[src/rtl/nmi_status_pkg.sv]
package nmi_status_pkg;
  localparam int REG_W     = 32;
  localparam int LEVEL_POS = 31;
  localparam int FLAG_POS  = 16;

  // event rule: transition between two consecutive synchronized samples
  function automatic logic edge_hit(input logic cur, input logic prev, input logic rising);
    return rising ? (cur & ~prev) : (~cur & prev);
  endfunction

  // status word assembly: only level and flag positions carry data
  function automatic logic [REG_W-1:0] pack_status(input logic lvl, input logic flg);
    logic [REG_W-1:0] w;
    w = '0;
    w[LEVEL_POS] = lvl;
    w[FLAG_POS]  = flg;
    return w;
  endfunction
endpackage

[src/rtl/nmi_sync.sv]
module nmi_sync #(
  parameter int STAGES = 2
) (
  input  logic clk,
  input  logic rst_n,
  input  logic async_i,
  output logic sync_o
);
  logic [STAGES-1:0] chain_q;

  always_ff @(posedge clk or negedge rst_n) begin
    if (!rst_n) chain_q <= '0;
    else        chain_q <= {chain_q[STAGES-2:0], async_i};
  end

  assign sync_o = chain_q[STAGES-1];
endmodule

[src/rtl/nmi_edge.sv]
module nmi_edge
  import nmi_status_pkg::*;
#(
  parameter int SYNC_STAGES = 2
) (
  input  logic clk,
  input  logic rst_n,
  input  logic level_i,
  input  logic rising_i,
  output logic event_o
);
  localparam int WARM = SYNC_STAGES + 1;
  localparam int CW   = $clog2(WARM + 1);

  logic          prev_q;
  logic [CW-1:0] warm_q;
  logic          primed;

  assign primed = (warm_q == CW'(WARM));

  always_ff @(posedge clk or negedge rst_n) begin
    if (!rst_n) begin
      prev_q <= 1'b0;
      warm_q <= '0;
    end else begin
      prev_q <= level_i;
      if (!primed) warm_q <= warm_q + 1'b1;
    end
  end

  assign event_o = primed & edge_hit(level_i, prev_q, rising_i);
endmodule

[src/rtl/nmi_track.sv]
module nmi_track (
  input  logic clk,
  input  logic rst_n,
  input  logic event_i,
  input  logic clr_wr_i,
  input  logic ack_i,
  output logic flag_o,
  output logic req_o
);
  logic flag_q, req_q;

  always_ff @(posedge clk or negedge rst_n) begin
    if (!rst_n) begin
      flag_q <= 1'b0;
      req_q  <= 1'b0;
    end else begin
      if (event_i)       flag_q <= 1'b1;
      else if (clr_wr_i) flag_q <= 1'b0;
      if (event_i)       req_q  <= 1'b1;
      else if (ack_i)    req_q  <= 1'b0;
    end
  end

  assign flag_o = flag_q;
  assign req_o  = req_q;

  AST_FLAG_HOLD: assert property (@(posedge clk) disable iff (!rst_n)
    flag_q && !clr_wr_i |=> flag_q);
  AST_FLAG_HW_ONLY: assert property (@(posedge clk) disable iff (!rst_n)
    !flag_q && !event_i |=> !flag_q);
  AST_EVENT_WINS: assert property (@(posedge clk) disable iff (!rst_n)
    event_i |=> flag_q && req_q);
  AST_ACK_DROP: assert property (@(posedge clk) disable iff (!rst_n)
    req_q && ack_i && !event_i |=> !req_q);
  AST_REQ_HOLD: assert property (@(posedge clk) disable iff (!rst_n)
    req_q && !ack_i |=> req_q);
endmodule

[src/rtl/nmi_status_unit.sv]
module nmi_status_unit
  import nmi_status_pkg::*;
#(
  parameter int SYNC_STAGES = 2
) (
  input  logic             clk,
  input  logic             rst_n,
  input  logic             nmi_pin_i,
  input  logic             edge_sel_i,
  input  logic             reg_we_i,
  input  logic [REG_W-1:0] reg_wdata_i,
  output logic [REG_W-1:0] reg_rdata_o,
  output logic             cpu_req_o,
  input  logic             cpu_ack_i
);
  logic pin_sync;
  logic nmi_event;
  logic sw_clear;
  logic flag;

  nmi_sync #(.STAGES(SYNC_STAGES)) u_sync (
    .clk(clk), .rst_n(rst_n), .async_i(nmi_pin_i), .sync_o(pin_sync)
  );

  nmi_edge #(.SYNC_STAGES(SYNC_STAGES)) u_edge (
    .clk(clk), .rst_n(rst_n), .level_i(pin_sync), .rising_i(edge_sel_i),
    .event_o(nmi_event)
  );

  assign sw_clear = reg_we_i & ~reg_wdata_i[FLAG_POS];

  nmi_track u_track (
    .clk(clk), .rst_n(rst_n), .event_i(nmi_event), .clr_wr_i(sw_clear),
    .ack_i(cpu_ack_i), .flag_o(flag), .req_o(cpu_req_o)
  );

  assign reg_rdata_o = pack_status(pin_sync, flag);

  AST_REQ_FOLLOWS_EVENT: assert property (@(posedge clk) disable iff (!rst_n)
    nmi_event |=> cpu_req_o && reg_rdata_o[FLAG_POS]);
endmodule

[config.mk]
export PLATFORM = sky130hd
export DESIGN_NAME = nmi_status_unit
export DESIGN_NICKNAME = d
export VERILOG_FILES = /design/src/rtl/nmi_status_pkg.sv /design/src/rtl/nmi_sync.sv /design/src/rtl/nmi_edge.sv /design/src/rtl/nmi_track.sv /design/src/rtl/nmi_status_unit.sv
export SDC_FILE = /design/constraint.sdc
export NUM_CORES = 1
export LEC_CHECK = 0
export BUFFER_PORTS_ARGS = -buffer_cell sky130_fd_sc_hd__buf_2
export CORE_MARGIN = 4
export CORE_UTILIZATION = 29
export CTS_CLUSTER_DIAMETER = 150
export DETAILED_ROUTE_END_ITERATION = 8
export PLACE_DENSITY_LB_ADDON = 0.25
export SLEW_MARGIN = 20
export SYNTH_ARGS = -nofsm -noshare
export SYNTH_HDL_FRONTEND = slang
export SYNTH_SLANG_ARGS = --single-unit
export TNS_END_PERCENT = 20
[constraint.sdc]
create_clock -name clk -period 1.39 [get_ports clk]
set_input_delay 0.139 -clock clk [delete_from_list [all_inputs] [get_ports clk]]
set_output_delay 0.139 -clock clk [all_outputs]
set_load 0.02 [all_outputs]
==> impl_metrics.py <==
metrics = {
    "die": {
        "die-area_um2": 2470,
        "start_util_pct": 31.98,
        "core-area_um2": 1577,
        "die_w_um": 49.70,
        "rows": 14,
        "io_pins": 71,
        "dieHeight_um": 49.70,
    },
    "clock_network": {
        "cts.clk_slew.worst_paths_ns": 0.05,
        "htree_levels": 1,
        "clk_path_buf_depth": 2,
        "clk_latency_ns": 0.25,
        "cts_tree": "done",
        "cts_sinks": 7,
        "numCtsBuffers": 3,
        "cts_root_buf": "clkbuf_4",
    },
    "timing": {
        "hold_viol": 0,
        "rsz0062_at_grt": "false",
        "max_freq_mhz": 909.8,
        "fin_ws_ns": 0.2909,
        "period_needed_ns": 1.099,
        "fin_tns_setup_ns": 0,
        "fin_crit_sh_pct": 79.07,
        "slew_viol_final": 0,
        "skew_ns": 0.0007385,
        "final-setup-viol-count": 0,
    },
    "setup_path": {
        "slowest_delay_ns": 0.39,
        "crit_fanout": 4,
        "r2r_cells": 2,
        "cp_cell_sequence": "ha_1, mux2_4",
        "crit_buf_inv": 0,
        "crit_required_ns": 1.52,
        "start_kind": "register",
        "cp_data_arrival_time_ns": 1.23,
        "slowest_stage": "dfrtp_1",
        "r2r_end": "u_edge.warm_q[1]",
        "rrSetupSlack_ns": 0.29,
        "end_kind": "register",
        "cpLargestDelayFamily": "flip-flops",
        "reg2reg_from": "u_edge.warm_q[0]",
        "path_class": "register to register",
    },
    "layout": {
        "drive_gt1_share_pct": 20.97,
        "synthToLayoutAreaGrowth_pct": -3.970,
        "n_antenna_cell": 0,
        "fillers": 180,
        "fin_nets": 102,
        "multi_input_area_um2": 193.9,
        "regArea_um2": 175.2,
        "final_cell_area_um2": 484.2,
    },
    "flow_run": {
        "cap_violations": 0,
    },
    "min_path": {
        "hp-class": "primary input to register",
        "whs_endpoint": "u_track.req_o",
        "whs_path_depth": 3,
        "min_from": "cpu_ack_i",
    },
    "global_routing": {
        "globalRouteOverflowTotal": 0,
        "grt_pass1_vias": 215,
        "antenna_found_initial": 0,
        "grt_pass1_wl_um": 903,
        "grt_use_total_pct": 5.164,
        "grt_max_degree": 8,
    },
    "detailed_routing": {
        "vias_per_cell": 3.321,
        "drt-total-wl_um": 659,
        "ant_nets": 0,
        "first_iter_violations": 0,
        "drc_errors": 0,
        "num_vias": 259,
        "drt-pass1-iter-count": 1,
        "routedWlPerCell_um": 8.449,
    },
    "placed_design": {
        "placed_area_um2": 437.9,
        "dpl_worst_slack_ns": 0.3097,
        "gp_congestion": 0.6030,
        "dp_hpwl_um": 567.9,
        "portBuffers": 9,
    },
    "outcome": {
        "status": "completed",
    },
    "power": {
        "switchingPower_mw": 0.1761,
        "power.density_nw_per_um2": 1082,
        "vdd_ir_drop_max_v": 0.0004090,
        "clockPowerShare_pct": 34.7,
        "power_leakage_nw": 0.2719,
        "seq_power_share_pct": 42.3,
        "combPwrFrac_pct": 23.1,
        "p_int_mw": 0.3479,
        "switching_share_pct": 33.61,
    },
    "synthesis": {
        "synthCells": 50,
        "syn_area_um2": 504.2,
        "ys_seq_area_share_pct": 34.74,
        "yosysWarningCount": 0,
        "ys_ff_latch": 7,
        "avgSynthCellArea_um2": 10.08,
        "ys_types": 13,
    },
}
placed cells by master, fill, tap and decap left out, types with 2 or more instances in the layout:
cell | netlist | layout
conb_1 | 1 | 30
dlygate4sd3_1 | 0 | 2
buf_2 | 0 | 9
dfrtp_1 | 7 | 7
clkbuf_4 | 0 | 3
flip-flops by register name, indices dropped and copies added (netlist names):
register and flops:
u_edge.prev_q 1, u_edge.warm_q 2, u_track.req_o 1, u_track.flag_o 1
u_sync.chain_q 2
worst max-delay path by stage:
| stage | start | endpoint | slack, ns | depth (start not counted) |
|---|---|---|---|---|
| final | u_edge.warm_q[0] | u_edge.warm_q[1] | 0.29 | 2 |
| after global routing | u_edge.warm_q[0] | u_edge.warm_q[1] | 0.26 | 2 |
| after CTS | u_edge.warm_q[0] | u_edge.warm_q[1] | 0.29 | 2 |
| after detailed placement | u_edge.warm_q[0] | u_edge.warm_q[1] | 0.31 | 2 |
| after global placement | u_edge.warm_q[0] | u_edge.warm_q[1] | 0.32 | 2 |
| after floorplan | u_edge.warm_q[0] | u_edge.warm_q[1] | 0.35 | 2 |
Yosys cell counts:
cell | number | area (um^2)
inv_1 | 1 | 3.750
o211ai_1 | 1 | 7.510
mux2_4 | 1 | 15.01
nand3_1 | 1 | 5.000
dfrtp_1 | 7 | 175.2
nand2b_1 | 1 | 6.260
xnor2_1 | 1 | 8.760
nand4bb_1 | 1 | 11.26
conb_1 | 1 | 3.750
nand4b_1 | 1 | 8.760
buf_4 | 32 | 240.2
ha_1 | 1 | 12.51
nor2b_1 | 1 | 6.260
per-stage QoR:
stage               power, mW  instances  utilization, %  hold slack (ns)
finish                 0.5240         78           30.71           0.1691
global route           0.5602         78           30.71           0.1750
CTS                    0.5397         78           30.71           0.1607
detailed placement     0.3407         72           27.78         -0.02117
global placement       0.3400         72           27.78         -0.02179
floorplan              0.3897         79               -          -0.1566
tightest hold or removal path: cells and delay by family:
family	cells	cell delay, ns
buf+inv	1	0.07
simple gates	2	0.16
final cells by class:
| type | count | share of cell area [%] |
|---|---|---|
| timing repair buffer | 11 | 13.44 |
| multi-input combinational | 39 | 40.05 |
| sequential | 7 | 36.18 |
| inverter | 1 | 0.7752 |
| clock buffer | 4 | 5.426 |
| tap | 16 | 4.134 |
power groups by stage:
stage	logic (mW)	registers (mW)	clock network, mW
floorplan	0.161	0.228	0
global placement	0.115	0.225	0
detailed placement	0.116	0.225	0
CTS	0.120	0.221	0.198
global route	0.129	0.222	0.208
finish	0.121	0.221	0.182
what timing repair did:
item	4_1_cts	5_1_grt
endpoints found under the hold margin	8	0
resized for setup	0	0
hold buffers	2	0
endpoints found under the setup margin	0	0
buffers inserted	0	0
cell families after synthesis:
group	after synthesis	share of synthesized area, %
buffers and inverters	33	48.39
AOI/OAI and AO/OA	1	1.489
adders and majority gates	1	2.481
other	1	0.7437
xor gates and xnor gates	1	1.737
muxes	1	2.977
DFF	7	34.74
and+or+nand+nor	5	7.445
metal layers:
| layer | part of all wire [%] | up-vias | GRT usage, % |
|---|---|---|---|
| met5 | 0 | - | 0 |
| met4 | 0 | 0 | 5.530 |
| met3 | 15 | 0 | 2.108 |
| met2 | 53 | 23 | 9.031 |
| met1 | 32 | 116 | 4.052 |
| li1 | - | 120 | - |
(Power assumes the default switching activity.)
